## config.mk

```make
export PLATFORM = sky130hd
export DESIGN_NAME = ot_alarm_regs
export DESIGN_NICKNAME = d
export VERILOG_FILES = /design/src/rtl/ot_alarm_pkg.sv /design/src/rtl/ot_alarm_chan.sv /design/src/rtl/ot_alarm_flags.sv /design/src/rtl/ot_alarm_rdmux.sv /design/src/rtl/ot_alarm_regs.sv
export SDC_FILE = /design/constraint.sdc
export NUM_CORES = 1
export LEC_CHECK = 0
export BUFFER_PORTS_ARGS = -buffer_cell sky130_fd_sc_hd__buf_2
export CAP_MARGIN = 30
export CELL_PAD_IN_SITES_DETAIL_PLACEMENT = 1
export CELL_PAD_IN_SITES_GLOBAL_PLACEMENT = 1
export CORE_MARGIN = 4
export CORE_UTILIZATION = 45
export DETAILED_ROUTE_END_ITERATION = 8
export PLACE_DENSITY_LB_ADDON = 0.1
export SYNTH_ARGS = -nofsm -noshare
export SYNTH_HDL_FRONTEND = slang
export SYNTH_SLANG_ARGS = --single-unit
```

## constraint.sdc

```tcl
create_clock -name clk -period 4.4 [get_ports clk]
set_input_delay 0.66 -clock clk [delete_from_list [all_inputs] [get_ports clk]]
set_output_delay 0.66 -clock clk [all_outputs]
set_load 0.05 [all_outputs]
```

## src/rtl/ot_alarm_pkg.sv

```systemverilog
package ot_alarm_pkg;

   // Register addresses: temperatures and limits are indexed by channel.
   localparam int ADR_TEMP_BASE  = 'h00;
   localparam int ADR_LIMIT_BASE = 'h03;
   localparam int ADR_STATUS     = 'h05;
   localparam int ADR_MASK       = 'h06;

   // Highest channel count the fixed address map can hold.
   localparam int MAX_CH = ADR_STATUS - ADR_LIMIT_BASE;

   // Channel c owns flag bit (data_w - 1 - c): channel 1 at the top bit.
   function automatic int flag_pos(input int c, input int data_w);
      return data_w - 1 - c;
   endfunction

endpackage

```

## src/rtl/ot_alarm_chan.sv

```systemverilog
module ot_alarm_chan #(
   parameter int                DATA_W    = 8,
   parameter logic [DATA_W-1:0] LIMIT_RST = '0
) (
   input  logic              clk,
   input  logic              rst_n,
   input  logic              meas_valid,
   input  logic [DATA_W-1:0] meas_temp,
   input  logic              lim_we,
   input  logic [DATA_W-1:0] wdata,
   output logic [DATA_W-1:0] temp_q,
   output logic [DATA_W-1:0] limit_q,
   output logic              fault_hit
);

   // The fault uses the limit held before any write on this same edge.
   assign fault_hit = meas_valid && (meas_temp > limit_q);

   always_ff @(posedge clk or negedge rst_n) begin
      if (!rst_n) begin
         temp_q  <= '0;
         limit_q <= LIMIT_RST;
      end else begin
         if (meas_valid) temp_q  <= meas_temp;
         if (lim_we)     limit_q <= wdata;
      end
   end

   // the stored reading follows the strobe
   a_r2_temp_capture: assert property (@(posedge clk) disable iff (!rst_n)
      meas_valid |=> temp_q == $past(meas_temp));

   // a limit write lands unchanged
   a_r8_limit_write: assert property (@(posedge clk) disable iff (!rst_n)
      lim_we |=> limit_q == $past(wdata));

endmodule

```

## src/rtl/ot_alarm_flags.sv

```systemverilog
module ot_alarm_flags #(
   parameter int NUM_CH = 2
) (
   input  logic              clk,
   input  logic              rst_n,
   input  logic [NUM_CH-1:0] fault_hit,
   input  logic              rd_clr,
   input  logic              mask_we,
   input  logic [NUM_CH-1:0] mask_wbits,
   output logic [NUM_CH-1:0] status_q,
   output logic [NUM_CH-1:0] mask_q,
   output logic              alarm_q
);

   logic [NUM_CH-1:0] status_nx;
   logic [NUM_CH-1:0] mask_nx;

   always_comb begin
      // The clear happens first and new faults are ORed in after it.
      status_nx = (rd_clr ? '0 : status_q) | fault_hit;
      mask_nx   = mask_we ? mask_wbits : mask_q;
   end

   always_ff @(posedge clk or negedge rst_n) begin
      if (!rst_n) begin
         status_q <= '0;
         mask_q   <= '0;
         alarm_q  <= 1'b0;
      end else begin
         status_q <= status_nx;
         mask_q   <= mask_nx;
         alarm_q  <= |(status_nx & ~mask_nx);
      end
   end

   // without a clearing read no status bit drops
   a_r4_sticky: assert property (@(posedge clk) disable iff (!rst_n)
      !rd_clr |=> (status_q & $past(status_q)) == $past(status_q));

   // a clearing read with no new fault empties the status
   a_r5_read_clears: assert property (@(posedge clk) disable iff (!rst_n)
      (rd_clr && !(|fault_hit)) |=> status_q == '0);

   // a new fault survives a clear on the same edge
   a_r7_new_fault_wins: assert property (@(posedge clk) disable iff (!rst_n)
      (|fault_hit) |=> (status_q & $past(fault_hit)) == $past(fault_hit));

   // alarm matches unmasked status
   a_r6_alarm_unmasked: assert property (@(posedge clk) disable iff (!rst_n)
      alarm_q == |(status_q & ~mask_q));

endmodule

```

## src/rtl/ot_alarm_rdmux.sv

```systemverilog
module ot_alarm_rdmux
   import ot_alarm_pkg::*;
#(
   parameter int NUM_CH = 2,
   parameter int DATA_W = 8,
   parameter int ADDR_W = 8
) (
   input  logic                     clk,
   input  logic                     rst_n,
   input  logic                     rd,
   input  logic [ADDR_W-1:0]        addr,
   input  logic [NUM_CH*DATA_W-1:0] temps,
   input  logic [NUM_CH*DATA_W-1:0] limits,
   input  logic [DATA_W-1:0]        status_byte,
   input  logic [DATA_W-1:0]        mask_byte,
   output logic [DATA_W-1:0]        rdata
);

   logic [DATA_W-1:0] rd_nx;

   always_comb begin
      rd_nx = '0;
      for (int c = 0; c < NUM_CH; c++) begin
         if (addr == ADDR_W'(ADR_TEMP_BASE + c))  rd_nx = temps[c*DATA_W +: DATA_W];
         if (addr == ADDR_W'(ADR_LIMIT_BASE + c)) rd_nx = limits[c*DATA_W +: DATA_W];
      end
      if (addr == ADDR_W'(ADR_STATUS)) rd_nx = status_byte;
      if (addr == ADDR_W'(ADR_MASK))   rd_nx = mask_byte;
   end

   always_ff @(posedge clk or negedge rst_n) begin
      if (!rst_n)  rdata <= '0;
      else if (rd) rdata <= rd_nx;
   end

   // read data holds between reads
   a_r10_rdata_hold: assert property (@(posedge clk) disable iff (!rst_n)
      !rd |=> $stable(rdata));

endmodule

```

## src/rtl/ot_alarm_regs.sv

```systemverilog
module ot_alarm_regs
   import ot_alarm_pkg::*;
#(
   parameter int                       NUM_CH    = 2,
   parameter int                       DATA_W    = 8,
   parameter int                       ADDR_W    = 8,
   parameter logic [NUM_CH*DATA_W-1:0] LIMIT_RST = {8'h50, 8'h6E}
) (
   input  logic                     clk,
   input  logic                     rst_n,
   input  logic                     meas_valid,
   input  logic [NUM_CH*DATA_W-1:0] meas_temp,
   input  logic [ADDR_W-1:0]        host_addr,
   input  logic [DATA_W-1:0]        host_wdata,
   input  logic                     host_wr,
   input  logic                     host_rd,
   output logic [DATA_W-1:0]        host_rdata,
   output logic                     alarm_n
);

   localparam int TOP_ADR = ADR_MASK;

   // Elaboration-time parameter checks.
   if (NUM_CH < 1 || NUM_CH > MAX_CH) begin : g_bad_ch
      $error("NUM_CH must lie between 1 and the map's channel capacity");
   end
   if (NUM_CH > DATA_W) begin : g_bad_width
      $error("each channel needs its own flag bit in a data byte");
   end
   if ((1 << ADDR_W) <= TOP_ADR) begin : g_bad_addr
      $error("ADDR_W too narrow for the register map");
   end

   logic [NUM_CH*DATA_W-1:0] temps;
   logic [NUM_CH*DATA_W-1:0] limits;
   logic [NUM_CH-1:0]        fault_hit;
   logic [NUM_CH-1:0]        lim_we;
   logic [NUM_CH-1:0]        mask_wbits;
   logic [NUM_CH-1:0]        status_q;
   logic [NUM_CH-1:0]        mask_q;
   logic                     alarm_q;
   logic [DATA_W-1:0]        status_byte;
   logic [DATA_W-1:0]        mask_byte;
   logic                     rd_clr;
   logic                     mask_we;

   assign rd_clr  = host_rd && (host_addr == ADDR_W'(ADR_STATUS));
   assign mask_we = host_wr && (host_addr == ADDR_W'(ADR_MASK));

   for (genvar c = 0; c < NUM_CH; c++) begin : g_ch
      assign lim_we[c]     = host_wr && (host_addr == ADDR_W'(ADR_LIMIT_BASE + c));
      assign mask_wbits[c] = host_wdata[flag_pos(c, DATA_W)];

      ot_alarm_chan #(
         .DATA_W    (DATA_W),
         .LIMIT_RST (LIMIT_RST[c*DATA_W +: DATA_W])
      ) u_chan (
         .clk        (clk),
         .rst_n      (rst_n),
         .meas_valid (meas_valid),
         .meas_temp  (meas_temp[c*DATA_W +: DATA_W]),
         .lim_we     (lim_we[c]),
         .wdata      (host_wdata),
         .temp_q     (temps[c*DATA_W +: DATA_W]),
         .limit_q    (limits[c*DATA_W +: DATA_W]),
         .fault_hit  (fault_hit[c])
      );
   end

   ot_alarm_flags #(
      .NUM_CH (NUM_CH)
   ) u_flags (
      .clk        (clk),
      .rst_n      (rst_n),
      .fault_hit  (fault_hit),
      .rd_clr     (rd_clr),
      .mask_we    (mask_we),
      .mask_wbits (mask_wbits),
      .status_q   (status_q),
      .mask_q     (mask_q),
      .alarm_q    (alarm_q)
   );

   // Place the compact per-channel flags at their byte positions.
   always_comb begin
      status_byte = '0;
      mask_byte   = '0;
      for (int c = 0; c < NUM_CH; c++) begin
         status_byte[flag_pos(c, DATA_W)] = status_q[c];
         mask_byte[flag_pos(c, DATA_W)]   = mask_q[c];
      end
   end

   ot_alarm_rdmux #(
      .NUM_CH (NUM_CH),
      .DATA_W (DATA_W),
      .ADDR_W (ADDR_W)
   ) u_rdmux (
      .clk         (clk),
      .rst_n       (rst_n),
      .rd          (host_rd),
      .addr        (host_addr),
      .temps       (temps),
      .limits      (limits),
      .status_byte (status_byte),
      .mask_byte   (mask_byte),
      .rdata       (host_rdata)
   );

   assign alarm_n = ~alarm_q;

   // after a clearing read with no faulting strobe the alarm is released
   a_r5_alarm_release: assert property (@(posedge clk) disable iff (!rst_n)
      (rd_clr && !meas_valid) |=> alarm_n);

endmodule

```

==> results of run 1 <==
flip-flops by register name, indices dropped and copies added (netlist names):
name,flops
u_flags.alarm_q,1
u_flags.status_q,2
u_rdmux.rdata,8
u_flags.mask_q,2
g_ch.u_chan.limit_q,16
g_ch.u_chan.temp_q,16
kinds of logic (layout without fill, tap and decap cells):
kind of cell | Yosys count | count (layout)
DFF | 45 | 45
adders and majority gates | 16 | 16
xor gates and xnor gates | 1 | 1
AOI/OAI and AO/OA | 52 | 52
muxes | 42 | 42
buffers and inverters | 26 | 74
and+or+nand+nor | 34 | 34
final cells by class:
cell class / count / area, µm² / share of cell area [%]
Tap cell: 72 / 90.1 / 3.03
Sequential cell: 45 / 1130 / 38.2
Clock inverter: 2 / 13.8 / 0.463
Timing Repair Buffer: 46 / 245 / 8.26
Inverter: 20 / 75.1 / 2.53
Multi-Input combinational cell: 145 / 1330 / 44.7
Clock buffer: 6 / 82.6 / 2.78
metrics by stage:
step | hold WS [ps] | utilization [%]
5_1_grt | 281 | 53.9
2_1_floorplan | 364 | -
4_1_cts | 271 | 53.9
3_5_place_dp | 472 | 52.2
6_report | 263 | 53.9
3_3_place_gp | 468 | 51.8
routing by layer:
metal | track usage, % | routed length (µm) | vias up
met5 | 0 | 0 | -
met3 | 4.94 | 355 | 5
met4 | 3.65 | 44 | 0
met2 | 28.3 | 2830 | 49
li1 | - | - | 884
met1 | 27.5 | 3060 | 908
cells in the mapped netlist (all sizes together), types with 2 or more instances:
cell type,count,area [µm²]
mux2,40,510
dfrtp,38,951
inv,20,75.1
ha,16,200
a21oi,13,65.1
o21ai,11,55.1
nand2,9,48.8
nor2,8,30.0
dfstp,7,184
a2bb2oi,6,52.6
o2bb2ai,6,52.6
clkbuf,5,18.8
nand4,4,25.0
nor3,3,42.5
o22ai,3,18.8
a211oi,2,15.0
mux2i,2,20.0
nor2b,2,12.5
o211ai,2,15.0
o21a,2,15.0
o31ai,2,15.0
or2,2,15.0
power by group through the flow:
stage | Combinational, µW | Sequential, µW | Clock (µW)
finish | 134 | 456 | 275
global route | 150 | 459 | 307
CTS | 137 | 456 | 281
detailed placement | 136 | 464 | 0
global placement | 129 | 463 | 0
floorplan | 77.8 | 461 | 0
worst paths after layout:
path | depth (start not counted) | slack (ps) | end | startpoint
worst min register to register | 2 | 490 | u_rdmux.rdata[7]$_DFFE_PN0P_ | u_rdmux.rdata[7]$_DFFE_PN0P_
max in group asynchronous | 2 | 3580 | g_ch[0].u_chan.limit_q[2]$_DFFE_PN1P_ | rst_n
min in group clk | 2 | 490 | u_rdmux.rdata[7]$_DFFE_PN0P_ | u_rdmux.rdata[7]$_DFFE_PN0P_
worst min-delay path | 1 | 260 | g_ch[1].u_chan.temp_q[4]$_DFFE_PN0P_ | rst_n
worst max register to register | 7 | 2410 | u_flags.alarm_q$_DFF_PN0_ | g_ch[1].u_chan.limit_q[6]$_DFFE_PN1P_
worst max-delay path | 6 | 2160 | u_flags.alarm_q$_DFF_PN0_ | host_addr[3]
worst max-delay path: cells and delay by family:
kind,cells,cell delay [ps]
buf+inv,1,130
compound gates,1,170
simple gates,3,1150
mux,1,350
==> flow_metrics.env, run 1 <==
export IMPL_status="finished, final reports clean"
export IMPL_diodes=0
export IMPL_critical_path_arrival_ps=2460
export IMPL_dp_cells=328
export IMPL_critPathMaxFanout=8
export IMPL_slew_headroom_pct=59.6
export IMPL_synth_edf_count=0
export IMPL_switching_share_pct=27.3
export IMPL_numPortBuffers=45
export IMPL_crit_type="in2reg"
export IMPL_gp_congestion=0.787
export IMPL_synth_area_um2=2560
export IMPL_drtAntennaViolNets=0
export IMPL_fin_setup_tns_ps=0
export IMPL_tritoncts="done"
export IMPL_finalPower_uw=865
export IMPL_final_max_slew_violation_count=0
export IMPL_area_delta_synth_final_pct=15.9
export IMPL_vias=1846
export IMPL_synth_flop_cell="dfrtp_1"
export IMPL_wl_per_cell_um=18.7
export IMPL_grt_pass1_wl_um=10500
export IMPL_first_pass_iters=4
export IMPL_fill_cells=610
export IMPL_first_global_vias=1992
export IMPL_core_area_um2=5510
export IMPL_hold_viol_final=0
export IMPL_final_common_cell="buf_2"
export IMPL_die_w_um=83.5
export IMPL_synth_compound_area_share_pct=13.4
export IMPL_post_synth_cell_area_avg_um2=11.9
export IMPL_seqPwrFrac_pct=52.7
export IMPL_antenna_found_initial=0
export IMPL_clk_pin_slew_ps=90
export IMPL_finalSetupViolations=0
export IMPL_placed_area_um2=2870
export IMPL_fin_area_um2=2970
export IMPL_power_density_nw_per_um2=291
export IMPL_yosysUniqueCellTypes=41
export IMPL_required_ps=4620
export IMPL_yosysSeqAreaShare_pct=44.3
export IMPL_drc=0
export IMPL_place_ws_ps=1860
export IMPL_rsz0062_at_grt="no"
export IMPL_clock_latency_ps=300
export IMPL_p_sw_uw=236
export IMPL_fin_ws_ps=2160
export IMPL_io_pins=46
export IMPL_synthCells=216
export IMPL_cp_slowest_cell="or4b_4"
export IMPL_yosysWarnings=0
export IMPL_gr_total_overflow=0
export IMPL_drt_iter0_markers=73
export IMPL_grt_max_degree=32
export IMPL_ys_ff_latch=45
export IMPL_gr_usage_all_layers_pct=18.8
export IMPL_cts_hold_fix_buffers=0
export IMPL_vias_per_cell=5.49
export IMPL_die_area_um2=6970
export IMPL_min_path_type="in2async"
export IMPL_synth_mux_area_fraction_pct=20.7
export IMPL_synth_xor_xnor_area_share_pct=0.342
export IMPL_cp_cell_sequence="buf_2 > or4b_4 > nor3_4 > and3_1 > mux2_1 > o22ai_1"
export IMPL_die_height_um=83.5
export IMPL_drive_gt1_share_pct=35.6
export IMPL_cp_slowest_stage_delay_ps=590
export IMPL_totalWireLength_um=6290
export IMPL_synth_top_family_by_area="multiplexers"
export IMPL_cts_resized_gates=0
export IMPL_synth_adder_area_share_pct=7.81
export IMPL_intPower_uw=629
export IMPL_ir_worst_vdd_mv=0.184
export IMPL_cts_sinks=45
export IMPL_yosys_area_share_simple_pct=9.57
export IMPL_cap_violations=0
export IMPL_ys_async_sr_fraction_pct=100
export IMPL_final_cell_mix="buf_2, dfrtp_1, inv_1, mux2_1"
export IMPL_skew_ps=5.50
export IMPL_p_comb_share_pct=15.5
export IMPL_synth_fp_nets=269
export IMPL_htree_levels=2
export IMPL_clock_fmax_mhz=447
export IMPL_startpoint_type="primary input"
export IMPL_dp_hpwl_um=5040
export IMPL_p_leak_uw=0.00139
export IMPL_clockRootBuffer="clkbuf_8"
export IMPL_end_kind="register"
export IMPL_stdcell_count=336
export IMPL_numCtsBuffers=5
export IMPL_fin_crit_sh_pct=50.9
export IMPL_post_cts_setup_buffers=0
export IMPL_fp_row_count=27
export IMPL_fin_crit_ps=2240
export IMPL_initial_core_util_pct=46.5
export IMPL_worstMarginPinSlew_ps=601
export IMPL_cts_path_max_buffers=2
export IMPL_clockPowerShare_pct=31.8
export IMPL_fin_nets=316
(Power assumes the default switching activity.)
==> run 2, diff against run 1 <==
--- a/config.mk
+++ b/config.mk
@@ -10,7 +10,7 @@
 export CELL_PAD_IN_SITES_DETAIL_PLACEMENT = 1
 export CELL_PAD_IN_SITES_GLOBAL_PLACEMENT = 1
 export CORE_MARGIN = 4
-export CORE_UTILIZATION = 45
+export CORE_UTILIZATION = 44
 export DETAILED_ROUTE_END_ITERATION = 8
 export PLACE_DENSITY_LB_ADDON = 0.1
 export SYNTH_ARGS = -nofsm -noshare
==> constraint.sdc (replaced) <==
create_clock -name clk -period 2.1 [get_ports clk]
set_input_delay 0.315 -clock clk [delete_from_list [all_inputs] [get_ports clk]]
set_output_delay 0.315 -clock clk [all_outputs]
set_load 0.05 [all_outputs]
==> run 2 against run 1 <==
- final area is 2.0% higher
- via count is 0.81% higher
- die area is 2.1% higher
- sequential share of layout area is 0.76 points lower
- register-to-register slack worse by 2300 ps
- sequential power is 110% higher
- first-iteration DRC count is 63% lower
- utilization is 0.42 points higher
- routed wire length is 2.0% lower
- sequential cell count stayed put
- count of clock-buffer cells in the layout is 1 higher
- critical path type is now reg2reg
- highest routed layer unchanged
==> flow_metrics.env, run 2 (synthesis gave the netlist of run 1 again) <==
export IMPL_clk_pin_slew_ps=90
export IMPL_r2r_start="g_ch[0].u_chan.limit_q[6]$_DFFE_PN1P_"
export IMPL_fin_setup_tns_ps=0
export IMPL_required_ps=2280
export IMPL_grt_max_degree=26
export IMPL_crit_end="u_flags.alarm_q$_DFF_PN0_"
export IMPL_ir_worst_vdd_mv=0.448
export IMPL_vias=1861
export IMPL_largestRegisters="g_ch.u_chan.limit_q: 16 flops, g_ch.u_chan.temp_q: 16 flops, u_rdmux.rdata: 8 flops"
export IMPL_slew_headroom_pct=67.6
export IMPL_drt_iter0_markers=27
export IMPL_area_delta_synth_final_pct=18.3
export IMPL_skew_ps=8.67
export IMPL_critPathMaxFanout=3
export IMPL_rsz0062_at_grt="no"
export IMPL_reg2regPathDepth=7
export IMPL_dp_hpwl_um=5040
export IMPL_fin_crit_ps=1950
export IMPL_cts_sinks=45
export IMPL_hold_viol_final=0
export IMPL_finalPower_uw=1810
export IMPL_fin_nets=324
export IMPL_startpoint="g_ch[0].u_chan.limit_q[6]$_DFFE_PN1P_"
export IMPL_initial_core_util_pct=46.0
export IMPL_crit_type="reg2reg"
export IMPL_startpoint_type="register"
export IMPL_first_pass_iters=4
export IMPL_final_max_slew_violation_count=0
export IMPL_power_density_nw_per_um2=598
export IMPL_p_leak_uw=0.00142
export IMPL_io_pins=46
export IMPL_fp_row_count=27
export IMPL_cts_resized_gates=0
export IMPL_cap_violations=0
export IMPL_vias_per_cell=5.41
export IMPL_finalSetupViolations=0
export IMPL_gr_total_overflow=0
export IMPL_tritoncts="done"
export IMPL_gp_congestion=0.751
export IMPL_drtAntennaViolNets=0
export IMPL_numPortBuffers=45
export IMPL_status="finished, final reports clean"
export IMPL_clock_fmax_mhz=513
export IMPL_worstMarginPinSlew_ps=486
export IMPL_reg2reg_to="u_flags.alarm_q$_DFF_PN0_"
export IMPL_die_area_um2=7110
export IMPL_gr_usage_all_layers_pct=18.3
export IMPL_grt_pass1_wl_um=10300
export IMPL_totalWireLength_um=6170
export IMPL_final_cell_mix="buf_2, dfrtp_1, inv_1, mux2_1"
export IMPL_critical_path_arrival_ps=2130
export IMPL_drive_gt1_share_pct=36.8
export IMPL_fin_crit_sh_pct=92.8
export IMPL_diodes=0
export IMPL_wl_per_cell_um=17.9
export IMPL_cts_path_max_buffers=2
export IMPL_end_kind="register"
export IMPL_drc=0
export IMPL_final_common_cell="buf_2"
export IMPL_core_area_um2=5570
export IMPL_min_path_type="in2reg"
export IMPL_numCtsBuffers=5
export IMPL_r2r_setup_slack_ps=150
export IMPL_die_w_um=84.3
export IMPL_clock_latency_ps=310
export IMPL_htree_levels=2
export IMPL_holdCritStartpoint="meas_temp[11]"
export IMPL_antenna_found_initial=0
export IMPL_first_global_vias=2001
export IMPL_die_height_um=84.3
export IMPL_clockRootBuffer="clkbuf_8"
[run 2: cell count changes in the layout (fill, tap and decap cells not counted), sizes merged]
| cell | delta |
|---|---|
| buf | +7 |
| clkinv | -2 |
| clkbuf | +1 |
| clkinvlp | +1 |
| dlygate4sd3 | +1 |
[run 2: routing by layer]
layer  track usage (%)  vias up  wire (µm)
met3              4.12        6        282
met2              27.8       37       2800
li1                  -      903          -
met5                 0        -          0
met1              26.3      915       3000
met4              5.26        0         79
[run 2: cell type report]
cell class / instances / area (µm²)
clock buffers: 7 / 86.3
clock inverters: 1 / 7.51
fillers: 633 / 2540
inverters: 20 / 75.1
multi-input cells: 145 / 1330
flip-flops and latches: 45 / 1130
well taps: 72 / 90.1
repair buffers: 54 / 308
[run 2: where the power goes]
group,leakage [µW],internal (µW),switching [µW],total [µW]
Combinational,0.000829,136,150,286
Clock,0.0000445,268,304,572
Sequential,0.000547,922,34.4,956
[run 2: timing repair]
item,4_1_cts,5_1_grt
endpoints found under the hold margin,14,0
buffers inserted,0,0
hold buffers,1,0
[run 2: critical path: stages, from the launching register on]
cell and delay, ps:
dfstp_2 580, inv_1 50, ha_1 290, nand4_1 120, o21ai_0 300, o21ai_1 120
nor2_1 240, o22ai_1 140
[run 2: worst min path at each step]
stage	to	slack [ps]	cells past startpoint
CTS	g_ch[1].u_chan.temp_q[3]$_DFFE_PN0P_	230	2
finish	g_ch[1].u_chan.temp_q[3]$_DFFE_PN0P_	240	2
global route	g_ch[1].u_chan.temp_q[2]$_DFFE_PN0P_	240	2
floorplan	g_ch[0].u_chan.limit_q[0]$_DFFE_PN0P_	20	0
detailed placement	g_ch[0].u_chan.limit_q[0]$_DFFE_PN0P_	310	1
global placement	g_ch[0].u_chan.limit_q[0]$_DFFE_PN0P_	310	1
[run 2: stage by stage]
step / setup WS, ps / std cells / util, % / hold WS, ps / cell area, µm²
final: 152 / 344 / 54.4 / 241 / 3030
after global routing: 2.36 / 344 / 54.4 / 241 / 3030
after CTS: 157 / 344 / 54.4 / 232 / 3030
after detailed placement: 79.6 / 335 / 52.5 / 307 / 2930
after global placement: 89.8 / 335 / 52.5 / 309 / 2930
after floorplan: 213 / 216 / - / 19.4 / 2560
==> run 3, diff against run 2 <==
--- a/config.mk
+++ b/config.mk
@@ -10,9 +10,9 @@
 export CELL_PAD_IN_SITES_DETAIL_PLACEMENT = 1
 export CELL_PAD_IN_SITES_GLOBAL_PLACEMENT = 1
 export CORE_MARGIN = 4
-export CORE_UTILIZATION = 44
+export CORE_UTILIZATION = 45
 export DETAILED_ROUTE_END_ITERATION = 8
-export PLACE_DENSITY_LB_ADDON = 0.1
+export PLACE_DENSITY_LB_ADDON = 0.2
 export SYNTH_ARGS = -nofsm -noshare
 export SYNTH_HDL_FRONTEND = slang
 export SYNTH_SLANG_ARGS = --single-unit
==> constraint.sdc (replaced) <==
create_clock -name clk -period 2.33 [get_ports clk]
set_input_delay 0.3495 -clock clk [delete_from_list [all_inputs] [get_ports clk]]
set_output_delay 0.3495 -clock clk [all_outputs]
set_load 0.05 [all_outputs]
==> run 3 against run 2 <==
- non-clock buffer count shrank 3
- sequential cell count is the same
- power shrank 9.0%
==> flow_metrics.env, run 3 (synthesis gave the netlist of run 1 again) <==
export IMPL_critPathMaxFanout=3
export IMPL_stdcell_count=341
export IMPL_startpoint_type="register"
export IMPL_hold_viol_final=0
export IMPL_skew_ps=11.8
export IMPL_placed_area_um2=2900
export IMPL_worstMarginPinSlew_ps=587
export IMPL_min_path_type="in2async"
export IMPL_dp_hpwl_um=4910
export IMPL_antenna_found_initial=0
export IMPL_wl_per_cell_um=18.3
export IMPL_numCtsBuffers=5
export IMPL_htree_levels=2
export IMPL_numPortBuffers=45
export IMPL_vias=1841
export IMPL_fin_nets=321
export IMPL_largestRegisters="g_ch.u_chan.limit_q: 16 flops, g_ch.u_chan.temp_q: 16 flops, u_rdmux.rdata: 8 flops"
export IMPL_area_delta_synth_final_pct=17.0
export IMPL_io_pins=46
export IMPL_clk_pin_slew_ps=100
export IMPL_crit_type="reg2reg"
export IMPL_r2r_setup_slack_ps=350
export IMPL_cp_slowest_cell="dfstp_2"
export IMPL_die_height_um=83.5
export IMPL_drc=0
export IMPL_cts_hold_fix_buffers=0
export IMPL_status="finished, final reports clean"
export IMPL_gp_congestion=0.803
export IMPL_drtAntennaViolNets=0
export IMPL_fp_row_count=27
export IMPL_drive_gt1_share_pct=36.8
export IMPL_cts_path_max_buffers=2
export IMPL_ir_worst_vdd_mv=0.457
export IMPL_grt_max_degree=46
export IMPL_fin_crit_sh_pct=84.9
export IMPL_fin_crit_ps=1980
export IMPL_first_pass_iters=4
export IMPL_place_ws_ps=244
export IMPL_cts_resized_gates=0
export IMPL_diodes=0
export IMPL_die_area_um2=6970
export IMPL_tritoncts="done"
export IMPL_required_ps=2520
export IMPL_final_cell_mix="buf_2, dfrtp_1, inv_1, mux2_1"
export IMPL_fin_setup_tns_ps=0
export IMPL_worst_path_buf_inv=1
export IMPL_fin_ws_ps=351
export IMPL_drt_iter0_markers=65
export IMPL_slew_headroom_pct=60.9
export IMPL_first_global_vias=2023
export IMPL_critical_path_arrival_ps=2170
export IMPL_startpoint="g_ch[0].u_chan.limit_q[5]$_DFFE_PN1P_"
export IMPL_vias_per_cell=5.40
export IMPL_post_cts_setup_buffers=0
export IMPL_final_max_slew_violation_count=0
export IMPL_p_leak_uw=0.00141
export IMPL_core_area_um2=5510
export IMPL_totalWireLength_um=6220
export IMPL_cap_violations=0
export IMPL_gr_total_overflow=0
export IMPL_r2r_start="g_ch[0].u_chan.limit_q[5]$_DFFE_PN1P_"
export IMPL_initial_core_util_pct=46.5
export IMPL_cp_cell_sequence="inv_1 > ha_1 > nand4_1 > o21ai_0 > o21ai_1 > nor2_1 > o22ai_1"
export IMPL_gr_usage_all_layers_pct=18.9
export IMPL_clock_latency_ps=310
export IMPL_crit_family="compound AO/OA/AOI/OAI gates"
export IMPL_clockRootBuffer="clkbuf_8"
export IMPL_finalSetupViolations=0
export IMPL_fin_area_um2=3000
export IMPL_cts_sinks=45
export IMPL_final_common_cell="buf_2"
export IMPL_clock_fmax_mhz=505
export IMPL_end_kind="register"
export IMPL_die_w_um=83.5
export IMPL_power_density_nw_per_um2=550
export IMPL_grt_pass1_wl_um=10500
export IMPL_dp_cells=333
export IMPL_rsz0062_at_grt="no"
export IMPL_final_util_pct=54.4
export IMPL_cp_slowest_stage_delay_ps=570
-- run 3: cell types whose count changed in the layout (fill, tap and decap cells not counted) --
cell           previous run  this run
clkbuf_1                  1         0
buf_4                     7         6
inv_6                     0         1
dlygate4sd3_1             1         0
buf_12                    1         0
-- run 3: path summary, 6_finish.rpt --
path                                                        end  cells after the start
setup / recovery                      u_flags.alarm_q$_DFF_PN0_                      7
hold / removal             g_ch[0].u_chan.temp_q[6]$_DFFE_PN0P_                      2
setup reg to reg                      u_flags.alarm_q$_DFF_PN0_                      7
hold reg to reg            g_ch[1].u_chan.temp_q[4]$_DFFE_PN0P_                      1
max in group asynchronous          u_rdmux.rdata[7]$_DFFE_PN0P_                      2
min in group clk                   u_rdmux.rdata[6]$_DFFE_PN0P_                      2
-- run 3: per-layer routing --
layer	vias up	part of all wire [%]	track usage (%)
met4	0	1.0	5.12
li1	893	-	-
met1	912	49	25.8
met5	-	0	0
met3	7	4.0	4.64
met2	29	46	30.0
-- run 3: cell type report --
type | count | area [µm²]
Tap cell | 72 | 90.1
Clock buffer | 6 | 82.6
Sequential cell | 45 | 1130
Timing Repair Buffer | 51 | 270
Fill cell | 618 | 2510
Multi-Input combinational cell | 145 | 1330
Clock inverter | 2 | 16.3
Inverter | 20 | 75.1
-- run 3: power by group --
group | total [µW] | switching [µW] | internal (µW)
Combinational | 248 | 132 | 116
Sequential | 861 | 30.6 | 831
Clock | 540 | 296 | 245
-- run 3: stage by stage --
step	hold WS [ps]	power, µW
after global routing	170	1740
after global placement	463	1120
after CTS	142	1670
after floorplan	53.9	1020
after detailed placement	477	1130
final	108	1650
